**config.mk**
```make
export PLATFORM = sky130hd
export DESIGN_NAME = i2c_tgt_frontend
export DESIGN_NICKNAME = d
export VERILOG_FILES = /design/src/rtl/i2c_tgt_pkg.sv /design/src/rtl/i2c_tgt_bus_cond.sv /design/src/rtl/i2c_tgt_ptr.sv /design/src/rtl/i2c_tgt_link.sv /design/src/rtl/i2c_tgt_frontend.sv
export SDC_FILE = /design/constraint.sdc
export NUM_CORES = 1
export LEC_CHECK = 0
export BUFFER_PORTS_ARGS = -buffer_cell sky130_fd_sc_hd__buf_2
export CAP_MARGIN = 0
export CORE_UTILIZATION = 50
export CTS_CLUSTER_SIZE = 28
export DETAILED_ROUTE_END_ITERATION = 16
export PLACE_DENSITY = 0.81
export SLEW_MARGIN = 20
export SYNTH_ARGS = -nofsm -noshare
export SYNTH_HDL_FRONTEND = slang
export SYNTH_SLANG_ARGS = --single-unit
```
**constraint.sdc**
```tcl
create_clock -name clk -period 1.7 [get_ports clk]
set_input_delay 0.085 -clock clk [delete_from_list [all_inputs] [get_ports clk]]
set_output_delay 0.085 -clock clk [all_outputs]
set_load 0.02 [all_outputs]
```
**src/rtl/i2c_tgt_pkg.sv**
```systemverilog
package i2c_tgt_pkg;
  typedef enum logic [3:0] {
    LNK_IDLE,
    LNK_ADDR,
    LNK_ACK_ADDR,
    LNK_PTR,
    LNK_ACK_PTR,
    LNK_WDATA,
    LNK_ACK_WDATA,
    LNK_RDATA,
    LNK_RACK,
    LNK_SKIP
  } lnk_state_e;
endpackage

```
**src/rtl/i2c_tgt_bus_cond.sv**
```systemverilog
module i2c_tgt_bus_cond (
  input  logic clk,
  input  logic rst_n,
  input  logic scl_i,
  input  logic sda_i,
  output logic scl_rise_o,
  output logic scl_fall_o,
  output logic start_o,
  output logic stop_o
);
  logic scl_q, sda_q;

  always_ff @(posedge clk or negedge rst_n) begin
    if (!rst_n) begin
      scl_q <= 1'b1;
      sda_q <= 1'b1;
    end else begin
      scl_q <= scl_i;
      sda_q <= sda_i;
    end
  end

  assign scl_rise_o = scl_i & ~scl_q;
  assign scl_fall_o = ~scl_i & scl_q;
  assign start_o    = scl_i & scl_q & sda_q & ~sda_i;
  assign stop_o     = scl_i & scl_q & ~sda_q & sda_i;
endmodule

```
**src/rtl/i2c_tgt_ptr.sv**
```systemverilog
module i2c_tgt_ptr #(
  parameter int          DW       = 8,
  parameter logic [7:0]  LAST_REG = 8'h13,
  parameter logic [7:0]  RO_REG   = 8'h0F,
  parameter logic [7:0]  RST_PTR  = 8'h01
) (
  input  logic          clk,
  input  logic          rst_n,
  input  logic          load_i,
  input  logic [DW-1:0] load_val_i,
  input  logic          adv_i,
  input  logic          wr_pend_i,
  input  logic [DW-1:0] rdata_i,
  output logic [DW-1:0] ptr_o,
  output logic          wr_o,
  output logic [DW-1:0] rd_byte_o
);
  localparam logic [DW-1:0] LAST  = DW'(LAST_REG);
  localparam logic [DW-1:0] RO    = DW'(RO_REG);
  localparam logic [DW-1:0] FIRST = DW'(1);

  logic [DW-1:0] ptr_q, ptr_d;
  logic          valid, writable;

  always_comb begin
    ptr_d = ptr_q;
    if (load_i) begin
      ptr_d = load_val_i;
    end else if (adv_i) begin
      if (ptr_q >= LAST)   ptr_d = FIRST;
      else if (ptr_q[0])   ptr_d = ptr_q + DW'(2);
      else                 ptr_d = ptr_q + DW'(1);
    end
  end

  always_ff @(posedge clk or negedge rst_n) begin
    if (!rst_n) ptr_q <= DW'(RST_PTR);
    else if (load_i || adv_i) ptr_q <= ptr_d;
  end

  assign valid     = ptr_q[0] && (ptr_q <= LAST);
  assign writable  = valid && (ptr_q != RO);
  assign wr_o      = wr_pend_i & writable;
  assign rd_byte_o = valid ? rdata_i : '0;
  assign ptr_o     = ptr_q;
endmodule

```
**src/rtl/i2c_tgt_link.sv**
```systemverilog
module i2c_tgt_link
  import i2c_tgt_pkg::*;
#(
  parameter int         DW       = 8,
  parameter logic [6:0] TGT_ADR0 = 7'h43,
  parameter logic [6:0] TGT_ADR1 = 7'h44
) (
  input  logic          clk,
  input  logic          rst_n,
  input  logic          sda_i,
  input  logic          addr_sel_i,
  input  logic          scl_rise_i,
  input  logic          scl_fall_i,
  input  logic          start_i,
  input  logic          stop_i,
  input  logic [DW-1:0] rd_byte_i,
  output logic          sda_oe_o,
  output logic          ptr_load_o,
  output logic [DW-1:0] rx_byte_o,
  output logic          wr_pend_o,
  output logic          rd_adv_o
);
  localparam int          CW       = $clog2(DW + 1);
  localparam logic [CW-1:0] FULL   = CW'(DW);
  localparam int          IW       = $clog2(DW);

  lnk_state_e    st_q, st_d;
  logic [CW-1:0] cnt_q, cnt_d;
  logic [DW-1:0] rx_q, rx_d;
  logic [DW-1:0] tx_q, tx_d;
  logic          oe_q, oe_d;
  logic          rw_q, rw_d;
  logic          nack_q, nack_d;
  logic          wp_q, wp_d;
  logic [6:0]    my_adr;
  logic [IW-1:0] tx_idx;

  assign my_adr = addr_sel_i ? TGT_ADR1 : TGT_ADR0;
  assign tx_idx = IW'(DW - 1) - cnt_q[IW-1:0];

  always_comb begin
    st_d       = st_q;
    cnt_d      = cnt_q;
    rx_d       = rx_q;
    tx_d       = tx_q;
    oe_d       = oe_q;
    rw_d       = rw_q;
    nack_d     = nack_q;
    wp_d       = 1'b0;
    ptr_load_o = 1'b0;
    rd_adv_o   = 1'b0;
    if (start_i) begin
      st_d  = LNK_ADDR;
      cnt_d = '0;
      oe_d  = 1'b0;
    end else if (stop_i) begin
      st_d  = LNK_IDLE;
      oe_d  = 1'b0;
    end else begin
      unique case (st_q)
        LNK_ADDR, LNK_PTR, LNK_WDATA: begin
          if (scl_rise_i && cnt_q != FULL) begin
            rx_d  = {rx_q[DW-2:0], sda_i};
            cnt_d = cnt_q + CW'(1);
          end else if (scl_fall_i && cnt_q == FULL) begin
            cnt_d = '0;
            if (st_q == LNK_ADDR) begin
              if (rx_q[DW-1:1] == my_adr) begin
                oe_d = 1'b1;
                rw_d = rx_q[0];
                st_d = LNK_ACK_ADDR;
              end else begin
                st_d = LNK_SKIP;
              end
            end else if (st_q == LNK_PTR) begin
              ptr_load_o = 1'b1;
              oe_d       = 1'b1;
              st_d       = LNK_ACK_PTR;
            end else begin
              wp_d = 1'b1;
              oe_d = 1'b1;
              st_d = LNK_ACK_WDATA;
            end
          end
        end
        LNK_ACK_ADDR: begin
          if (scl_fall_i) begin
            if (rw_q) begin
              tx_d  = rd_byte_i;
              oe_d  = ~rd_byte_i[DW-1];
              cnt_d = '0;
              st_d  = LNK_RDATA;
            end else begin
              oe_d = 1'b0;
              st_d = LNK_PTR;
            end
          end
        end
        LNK_ACK_PTR, LNK_ACK_WDATA: begin
          if (scl_fall_i) begin
            oe_d = 1'b0;
            st_d = LNK_WDATA;
          end
        end
        LNK_RDATA: begin
          if (scl_rise_i && cnt_q != FULL) begin
            cnt_d = cnt_q + CW'(1);
          end else if (scl_fall_i && cnt_q == FULL) begin
            oe_d     = 1'b0;
            rd_adv_o = 1'b1;
            cnt_d    = '0;
            st_d     = LNK_RACK;
          end else if (scl_fall_i && cnt_q != '0) begin
            oe_d = ~tx_q[tx_idx];
          end
        end
        LNK_RACK: begin
          if (scl_rise_i) begin
            nack_d = sda_i;
          end else if (scl_fall_i) begin
            if (!nack_q) begin
              tx_d = rd_byte_i;
              oe_d = ~rd_byte_i[DW-1];
              st_d = LNK_RDATA;
            end else begin
              oe_d = 1'b0;
              st_d = LNK_SKIP;
            end
          end
        end
        default: ;
      endcase
    end
  end

  always_ff @(posedge clk or negedge rst_n) begin
    if (!rst_n) begin
      st_q   <= LNK_IDLE;
      cnt_q  <= '0;
      rx_q   <= '0;
      tx_q   <= '0;
      oe_q   <= 1'b0;
      rw_q   <= 1'b0;
      nack_q <= 1'b1;
      wp_q   <= 1'b0;
    end else begin
      st_q   <= st_d;
      cnt_q  <= cnt_d;
      rx_q   <= rx_d;
      tx_q   <= tx_d;
      oe_q   <= oe_d;
      rw_q   <= rw_d;
      nack_q <= nack_d;
      wp_q   <= wp_d;
    end
  end

  assign sda_oe_o  = oe_q;
  assign rx_byte_o = rx_q;
  assign wr_pend_o = wp_q;
endmodule

```
**src/rtl/i2c_tgt_frontend.sv**
```systemverilog
module i2c_tgt_frontend #(
  parameter int         DW       = 8,
  parameter logic [6:0] TGT_ADR0 = 7'h43,
  parameter logic [6:0] TGT_ADR1 = 7'h44,
  parameter logic [7:0] LAST_REG = 8'h13,
  parameter logic [7:0] RO_REG   = 8'h0F
) (
  input  logic          clk,
  input  logic          rst_n,
  input  logic          scl_i,
  input  logic          sda_i,
  input  logic          addr_sel_i,
  output logic          sda_oe_o,
  output logic [DW-1:0] reg_addr_o,
  output logic          reg_wr_o,
  output logic [DW-1:0] reg_wdata_o,
  input  logic [DW-1:0] reg_rdata_i
);
  logic [1:0]    rst_sync_q;
  logic          rst_int_n;
  logic          rise, fall, st_ev, sp_ev;
  logic          ptr_load, wr_pend, rd_adv;
  logic [DW-1:0] rx_byte, rd_byte;

  always_ff @(posedge clk or negedge rst_n) begin
    if (!rst_n) rst_sync_q <= 2'b00;
    else        rst_sync_q <= {rst_sync_q[0], 1'b1};
  end
  assign rst_int_n = rst_sync_q[1];

  i2c_tgt_bus_cond u_cond (
    .clk        (clk),
    .rst_n      (rst_int_n),
    .scl_i      (scl_i),
    .sda_i      (sda_i),
    .scl_rise_o (rise),
    .scl_fall_o (fall),
    .start_o    (st_ev),
    .stop_o     (sp_ev)
  );

  i2c_tgt_link #(
    .DW       (DW),
    .TGT_ADR0 (TGT_ADR0),
    .TGT_ADR1 (TGT_ADR1)
  ) u_link (
    .clk        (clk),
    .rst_n      (rst_int_n),
    .sda_i      (sda_i),
    .addr_sel_i (addr_sel_i),
    .scl_rise_i (rise),
    .scl_fall_i (fall),
    .start_i    (st_ev),
    .stop_i     (sp_ev),
    .rd_byte_i  (rd_byte),
    .sda_oe_o   (sda_oe_o),
    .ptr_load_o (ptr_load),
    .rx_byte_o  (rx_byte),
    .wr_pend_o  (wr_pend),
    .rd_adv_o   (rd_adv)
  );

  i2c_tgt_ptr #(
    .DW       (DW),
    .LAST_REG (LAST_REG),
    .RO_REG   (RO_REG),
    .RST_PTR  (8'h01)
  ) u_ptr (
    .clk        (clk),
    .rst_n      (rst_int_n),
    .load_i     (ptr_load),
    .load_val_i (rx_byte),
    .adv_i      (wr_pend | rd_adv),
    .wr_pend_i  (wr_pend),
    .rdata_i    (reg_rdata_i),
    .ptr_o      (reg_addr_o),
    .wr_o       (reg_wr_o),
    .rd_byte_o  (rd_byte)
  );

  assign reg_wdata_o = rx_byte;
endmodule

```
==> results of run 1 <==
[cell type report]
class / count / area share
clock buffer: 5 / 0.0198
clock inverter: 2 / 0.00359
inverter: 7 / 0.00754
multi-input combinational: 172 / 0.455
sequential: 40 / 0.291
tap: 52 / 0.0187
timing repair buffer: 96 / 0.204
[critical path, delay by kind of cell, from the launching register on]
kind,cells,cell delay (ns)
multiplexers,1,0.37
flip-flops,1,0.46
AND/OR/NAND/NOR,3,0.64
buffers and inverters,2,0.29
[layer usage]
metal,vias up,global-route usage
li1,1039,-
met1,1168,0.366
met2,156,0.461
met3,61,0.0592
met4,0,0.213
met5,-,0
[flip-flops by register name, indices dropped and copies added (netlist names)]
register	count
u_cond.sda_q	1
u_link.wr_pend_o	1
u_cond.scl_q	1
u_link.st_q	4
u_link.rx_byte_o	8
u_link.rw_q	1
u_link.cnt_q	4
u_link.tx_q	8
u_ptr.ptr_o	8
rst_sync_q	2
u_link.nack_q	1
u_link.sda_oe_o	1
[stage by stage]
stage	area [um^2]	hold slack, ns	worst slack (ns)	util	instances
finish	3480	0.0177	-0.168	0.789	374
global route	3480	0.0230	-0.226	0.789	374
CTS	3210	0.0166	-0.117	0.728	366
detailed placement	2950	-0.129	-0.169	0.669	356
global placement	2950	-0.130	-0.0802	0.669	356
floorplan	2360	-0.211	-0.0433	-	228
[power by group through the flow]
stage	registers (mW)	logic, mW	clock network [mW]
finish	1.41	2.74	0.642
global route	1.43	2.88	0.664
CTS	1.38	2.27	0.614
detailed placement	1.36	2.09	0
global placement	1.34	2.02	0
floorplan	1.41	1.13	0
[what timing repair did]
item	in CTS	in global routing
endpoints found under the setup margin	30	35
buffers inserted	0	6
gates resized for setup	30	55
hold buffers	3	0
cloned	0	2
endpoints found under the hold margin	4	0
pin swaps	10	20
[worst max-delay path by stage]
stage	endpoint	slack [ns]	cells after the start
2_1_floorplan	u_ptr.ptr_o[3]	-0.04	7
3_3_place_gp	u_link.st_q[3]	-0.08	5
3_5_place_dp	u_link.st_q[1]	-0.17	5
4_1_cts	u_ptr.ptr_o[3]	-0.12	7
5_1_grt	u_link.sda_oe_o	-0.23	8
6_report	u_link.rw_q	-0.17	6
[cell families after synthesis]
| logic type | share of synthesized area |
|---|---|
| compound gates | 0.195 |
| xor+xnor | 0.0113 |
| fa+ha+maj | 0.0215 |
| buf+inv | 0.0344 |
| flops | 0.432 |
| mux | 0.0935 |
| other cells | 0.00161 |
| simple gates | 0.211 |
[cells in the mapped netlist, types with 3 or more instances]
master | n | share of area
dfrtp_1 | 36 | 0.39
nand2_1 | 32 | 0.052
mux2_2 | 10 | 0.048
nor2_1 | 10 | 0.016
a21oi_1 | 8 | 0.017
o21ai_1 | 8 | 0.017
buf_2 | 7 | 0.015
inv_1 | 6 | 0.0097
nand3_1 | 6 | 0.013
o21ai_0 | 6 | 0.013
a22o_1 | 5 | 0.019
nor3_1 | 5 | 0.011
dfstp_2 | 4 | 0.045
ha_1 | 4 | 0.021
nor2b_1 | 4 | 0.011
a221o_1 | 3 | 0.013
mux2i_1 | 3 | 0.013
nand3b_1 | 3 | 0.0097
nor4_1 | 3 | 0.0081
o2bb2ai_1 | 3 | 0.011
xnor2_1 | 3 | 0.011
==> impl_metrics.toml, run 1 <==
[flow_run]
drv_cap = 0

[grt]
overflow = 0
grt_pass1_vias = 2359
antenna_found_initial = 0
grt_first_pass_wirelength_um = 11200
grt_max_degree = 39
grt_usage = 0.297

[clock_tree]
clock_latency_ns = 0.31
htree_levels = 2
path_clk_slew_ns = 0.08
clk_root_buffer_cell = "clkbuf_8"
cts_made_buffers = 5
clock_sinks = 40
cts_tree = "built"
ctsLongestPathBuffers = 2

[drt]
highest_layer = "met4"
drt_iter0_drc = 327
route.met2.wl_um = 4190
drt_pass1_iterations = 5
viasPerCell = 6.48
drt-total-wl_um = 8400
wl_per_cell_um = 22.5
wl_met1_um = 3010
ant_nets = 0
wl_met3_um = 643
drc_errors = 0
dr_total_vias = 2424

[die]
initial_core_util = 0.527
fp.dieArea_um2 = 4930
coreArea_um2 = 4410
die_w_um = 70.2
core.rowCount = 24
die_height_um = 70.2
ios = 31

[sta]
drv_slew = 0
fmax_mhz = 535
layout_setup_ws_ns = -0.168
fin_crit_sh = 1.10
clock_skew_ns = 0.0230
rsz0062_at_grt = "yes"
setup_tns_ns = -1.61
finalSetupViolations = 25
hold_viol_final = 0
fin_crit_ns = 1.87

[power]
ir_drop_uv = 707
sw_frac_of_total = 0.413
clockPowerShare = 0.134
comb_power_share = 0.571
power_density_nw_per_um2 = 1380
power_frac_seq = 0.295
power_mw = 4.79
total_leakage_power_nw = 1.62
intPower_mw = 2.81
p_switching_mw = 1.98

[setup_path]
critPathSlowestCell = "dfrtp_2"
crit_type = "flip-flop to flip-flop"
reg2reg_slack_ns = -0.17
start_kind = "flip-flop"
ff2ff_path_depth = 6
max_stage_delay_ns = 0.46
startpoint = "u_link.st_q[1]"
crit_path_max_fanout = 6
crit_chain = "buf_6 -> buf_4 -> nor2_1 -> nand2_1 -> nor3_2 -> mux2_2"
critPathCaptureType = "flip-flop"
r2r-start = "u_link.st_q[1]"
crit_required_ns = 1.89
reg2reg_to = "u_link.rw_q"
arrival_ns = 2.05

[synth]
ys_ff_latch = 40
synth_nets = 245
yosys_warnings = 0
synth_edf_count = 0
synth-seq-area-share = 0.432
synth_ff_type = "dfrtp_1"
synth.avg_cell_area_um2 = 10.2
synth-async-reset-ratio = 1.00
synth_cell_types = 67
syn-cell-area_um2 = 2330
synthesis.instances = 228

[placed_design]
place.gp.congestion = 0.833
io_buffers = 30
place_hpwl_um = 4440

[final_layout]
syn2layout_area_growth_pct = 49.6
drive_gt1_frac = 0.578
final_common_cell = "buf_4"
multi_input_area_um2 = 1590
n_fill_cell = 248
regArea_um2 = 1010
most-common-layout-cells = "buf_4 (52), buf_2 (30), dfrtp_1 (30)"
nets = 339
n_antenna_cell = 0

[min_path]
hp-class = "input port to flip-flop"
holdPathEnd = "u_link.tx_q[5]"
hold-path-cell-count = 3
min-delay-start = "reg_rdata_i[5]"

[status]
violations = "setup timing"
status = "finished, violations left"
No activity file was read; power rests on OpenSTA's default activity.
==> run 2, diff against run 1 <==
CELL_PAD_IN_SITES_DETAIL_PLACEMENT = 0   (was default)
CELL_PAD_IN_SITES_GLOBAL_PLACEMENT = 1   (was default)
CORE_UTILIZATION = 45   (was 50)
PLACE_DENSITY = 0.9   (was 0.81)
==> impl_metrics.toml, run 2 (synthesis gave the netlist of run 1 again) <==
[clock_tree]
cts_made_buffers = 5
clock_sinks = 40
clock_latency_ns = 0.30
clk_root_buffer_cell = "clkbuf_8"
path_clk_slew_ns = 0.08
htree_levels = 2
cts_tree = "built"
ctsLongestPathBuffers = 2

[sta]
setup_tns_ns = -0.779
fin_crit_ns = 1.86
layout_setup_ws_ns = -0.161
worst_hold_slack_ns = 0.0279
rsz0062_at_grt = "yes"
clock_skew_ns = 0.00486
drv_slew = 0
finalSetupViolations = 10
fin_crit_sh = 1.09
hold_viol_final = 0
fmax_mhz = 537

[die]
initial_core_util = 0.480
coreArea_um2 = 4850
ios = 31
core.rowCount = 25
fp.dieArea_um2 = 5470
die_height_um = 73.9
die_w_um = 73.9

[grt]
overflow = 0
grt_max_degree = 39
grt_pass1_vias = 2144
grt_first_pass_wirelength_um = 9940
grtUsageMet2 = 0.393
use_met3 = 0.0488
antenna_found_initial = 0
grt_usage = 0.243
use_met1 = 0.317
grt.busiest_layer = "met2"

[power]
p_switching_mw = 1.81
power_frac_seq = 0.283
intPower_mw = 2.96
power_mw = 4.77
clockPowerShare = 0.171
total_leakage_power_nw = 1.60
power_density_nw_per_um2 = 1390
sw_frac_of_total = 0.379
comb_power_share = 0.547
ir_drop_uv = 645

[setup_path]
start_kind = "flip-flop"
reg2reg_to = "u_ptr.ptr_o[3]"
ff2ff_path_depth = 7
crit_path_max_fanout = 6
r2r-start = "u_link.cnt_q[0]"
critPathCaptureType = "flip-flop"
arrival_ns = 2.09
reg2reg_slack_ns = -0.16
startpoint = "u_link.cnt_q[0]"
crit_type = "flip-flop to flip-flop"
crit_required_ns = 1.93

[min_path]
min-delay-start = "reg_rdata_i[3]"
hold-path-cell-count = 3
holdPathEnd = "u_link.tx_q[3]"
hp-class = "input port to flip-flop"

[status]
violations = "setup timing"
status = "finished, violations left"

[drt]
wl_per_cell_um = 16.2
viasPerCell = 5.63
drt_iter0_drc = 211
dr_total_vias = 2256
drt_pass1_iterations = 4
ant_nets = 0
drc_errors = 0
drt-total-wl_um = 6490

[placed_design]
dp.cells = 370
place_hpwl_um = 4220
place.gp.congestion = 0.938
dp_slack_ns = -0.130
io_buffers = 30
placed_cell_area_um2 = 2960

[final_layout]
drive_gt1_frac = 0.503
n_fill_cell = 328
final_common_cell = "buf_4"
finalCoreUtilization = 0.709
most-common-layout-cells = "buf_4 (64), dfrtp_1 (32), nand2_1 (31)"
final_cells = 401
fin_area_um2 = 3440
syn2layout_area_growth_pct = 47.7
n_antenna_cell = 0
nets = 350

[flow_run]
drv_cap = 0
==> run 2: power by group through the flow <==
stage	logic [mW]	clock network (mW)	registers [mW]
floorplan	1.13	0	1.41
global placement	1.97	0	1.34
detailed placement	2.01	0	1.35
CTS	2.17	0.829	1.34
global route	2.77	0.867	1.37
finish	2.61	0.813	1.35
==> run 2: layout make-up <==
type | instances | area, um^2 | area share
Multi-Input combinational cell | 172 | 1420 | 0.413
Clock inverter | 3 | 46.3 | 0.0135
Sequential cell | 40 | 1010 | 0.294
Timing Repair Buffer | 107 | 781 | 0.227
Tap cell | 67 | 83.8 | 0.0244
Clock buffer | 5 | 68.8 | 0.0200
Inverter | 7 | 26.3 | 0.00764
==> run 2: worst max-delay path, stage by stage, from the launching register on <==
cell     delay [ns]
dfrtp_2        0.40
inv_2          0.05
ha_4           0.15
and3b_2        0.26
and4_4         0.20
or2_1          0.23
nor4_1         0.31
a221o_1        0.18
==> run 2: layer usage <==
layer / part of all wire / up-vias
li1: - / 1062
met1: 0.43 / 1099
met2: 0.50 / 80
met3: 0.052 / 15
met4: 0.018 / 0
met5: 0 / -
==> run 2: worst max-delay path by stage <==
stage / to / cells past startpoint
final: u_ptr.ptr_o[3] / 7
after global placement: u_link.st_q[3] / 5
after detailed placement: u_link.st_q[3] / 5
after global routing: u_ptr.ptr_o[3] / 7
after CTS: u_ptr.ptr_o[3] / 7
after floorplan: u_ptr.ptr_o[3] / 7
==> run 2: timing repair <==
action | in CTS | in global routing
endpoints found under the hold margin | 10 | 0
pin swaps | 9 | 13
resized for setup | 15 | 26
cloned | 0 | 1
setup endpoints to repair | 21 | 33
hold buffers | 9 | 0
setup buffers | 4 | 9
==> run 3, diff against run 2 <==
RECOVER_POWER = 50   (was default)
==> impl_metrics.toml, run 3 (synthesis gave the netlist of run 1 again) <==
[status]
status = "finished, violations left"
violations = "setup timing"

[final_layout]
drive_gt1_frac = 0.494
n_fill_cell = 332
syn2layout_area_growth_pct = 47.4
most-common-layout-cells = "buf_4 (63), dfrtp_1 (32), nand2_1 (31)"
nets = 350
n_antenna_cell = 0
final_common_cell = "buf_4"

[grt]
overflow = 0
grt_usage = 0.243
antenna_found_initial = 0
grt_first_pass_wirelength_um = 9940
grt_pass1_vias = 2144
grt_max_degree = 39

[setup_path]
critPathSlowestCell = "dfrtp_2"
crit_path_max_fanout = 6
critPathCaptureType = "flip-flop"
crit_required_ns = 1.93
max_stage_delay_ns = 0.40
start_kind = "flip-flop"
crit_chain = "inv_2 -> ha_4 -> and3b_2 -> and4_4 -> or2_1 -> nor4_1 -> a221o_1"
crit_type = "flip-flop to flip-flop"
arrival_ns = 2.09

[clock_tree]
cts_tree = "built"
ctsLongestPathBuffers = 2
clock_sinks = 40
clk_root_buffer_cell = "clkbuf_8"
clock_latency_ns = 0.30
htree_levels = 2
path_clk_slew_ns = 0.08
cts_made_buffers = 5

[power]
ir_drop_uv = 645
power_mw = 4.77
total_leakage_power_nw = 1.59
power_density_nw_per_um2 = 1390

[sta]
hold_viol_final = 0
fin_crit_ns = 1.86
fin_crit_sh = 1.09
layout_setup_ws_ns = -0.161
finalSetupViolations = 10
rsz0062_at_grt = "yes"
clock_skew_ns = 0.00519
drv_slew = 0
relSlewSlack = 0.372
fmax_mhz = 537
worst_hold_slack_ns = 0.0282
worstMarginPinSlew_ns = 0.941

[die]
ios = 31
die_height_um = 73.9
die_w_um = 73.9
coreArea_um2 = 4850
initial_core_util = 0.480
fp.dieArea_um2 = 5470
core.rowCount = 25

[placed_design]
dp_slack_ns = -0.130
io_buffers = 30
place.gp.congestion = 0.938
place_hpwl_um = 4220

[drt]
dr_total_vias = 2254
wl_per_cell_um = 16.2
drt-total-wl_um = 6490
viasPerCell = 5.62
drt_iter0_drc = 210
ant_nets = 0
drc_errors = 0
drt_pass1_iterations = 4

[min_path]
hp-class = "input port to flip-flop"

[flow_run]
drv_cap = 0
-- run 3: cell count changes in the layout (fill, tap and decap cells not counted), sizes merged --
cell    previous run  this run
buf               98        94
clkbuf             5         9
-- run 3: layout make-up --
cell class | count | area (um^2) | area share
clock buffers | 5 | 68.8 | 0.0201
clock inverters | 3 | 46.3 | 0.0135
inverters | 7 | 26.3 | 0.00766
multi-input cells | 172 | 1420 | 0.414
flip-flops and latches | 40 | 1010 | 0.295
well taps | 67 | 83.8 | 0.0244
repair buffers | 107 | 774 | 0.226
-- run 3: critical path, delay by kind of cell, from the launching register on --
family | cells | cell delay (ns)
adders and majority gates | 1 | 0.15
AOI/OAI and AO/OA | 1 | 0.18
buffers and inverters | 1 | 0.05
DFF | 1 | 0.40
and+or+nand+nor | 4 | 1.00
-- run 3: routing by layer --
layer | GRT usage | vias up | wire length, um
li1 | - | 1061 | -
met1 | 0.317 | 1098 | 2770
met2 | 0.393 | 80 | 3270
met3 | 0.0488 | 15 | 337
met4 | 0.107 | 0 | 114
met5 | 0 | - | 0
-- run 3: timing repair --
| item | in CTS | in global routing |
|---|---|---|
| pin swaps | 9 | 13 |
| hold buffers | 9 | 0 |
| hold endpoints to repair | 10 | 0 |
| buffers inserted | 4 | 9 |
| cloned | 0 | 1 |
| gates resized for setup | 15 | 26 |
| endpoints found under the setup margin | 21 | 33 |
-- run 3: power breakdown --
part | internal (mW) | switching, mW
clock | 0.442 | 0.371
combinational | 1.38 | 1.22
sequential | 1.14 | 0.212
-- run 3: final timing paths --
kind	depth (start not counted)	endpoint	slack [ns]	startpoint
setup / recovery	7	u_ptr.ptr_o[3]	-0.16	u_link.cnt_q[0]
max in group asynchronous	1	u_link.cnt_q[0]	0.57	rst_sync_q[1]
hold / removal	3	u_link.tx_q[3]	0.03	reg_rdata_i[3]
setup reg to reg	7	u_ptr.ptr_o[3]	-0.16	u_link.cnt_q[0]
hold reg to reg	0	rst_sync_q[1]	0.36	rst_sync_q[0]
min in group asynchronous	2	rst_sync_q[0]	0.11	rst_n
-- run 3: stage by stage --
stage	TNS (ns)	util	instances	cell area [um^2]
6_report	-0.780	0.708	401	3430
5_1_grt	-1.89	0.708	401	3430
4_1_cts	-0.279	0.673	391	3260
3_5_place_dp	-0.629	0.611	370	2960
3_3_place_gp	-0.364	0.611	370	2960
2_1_floorplan	-0.0701	-	228	2360
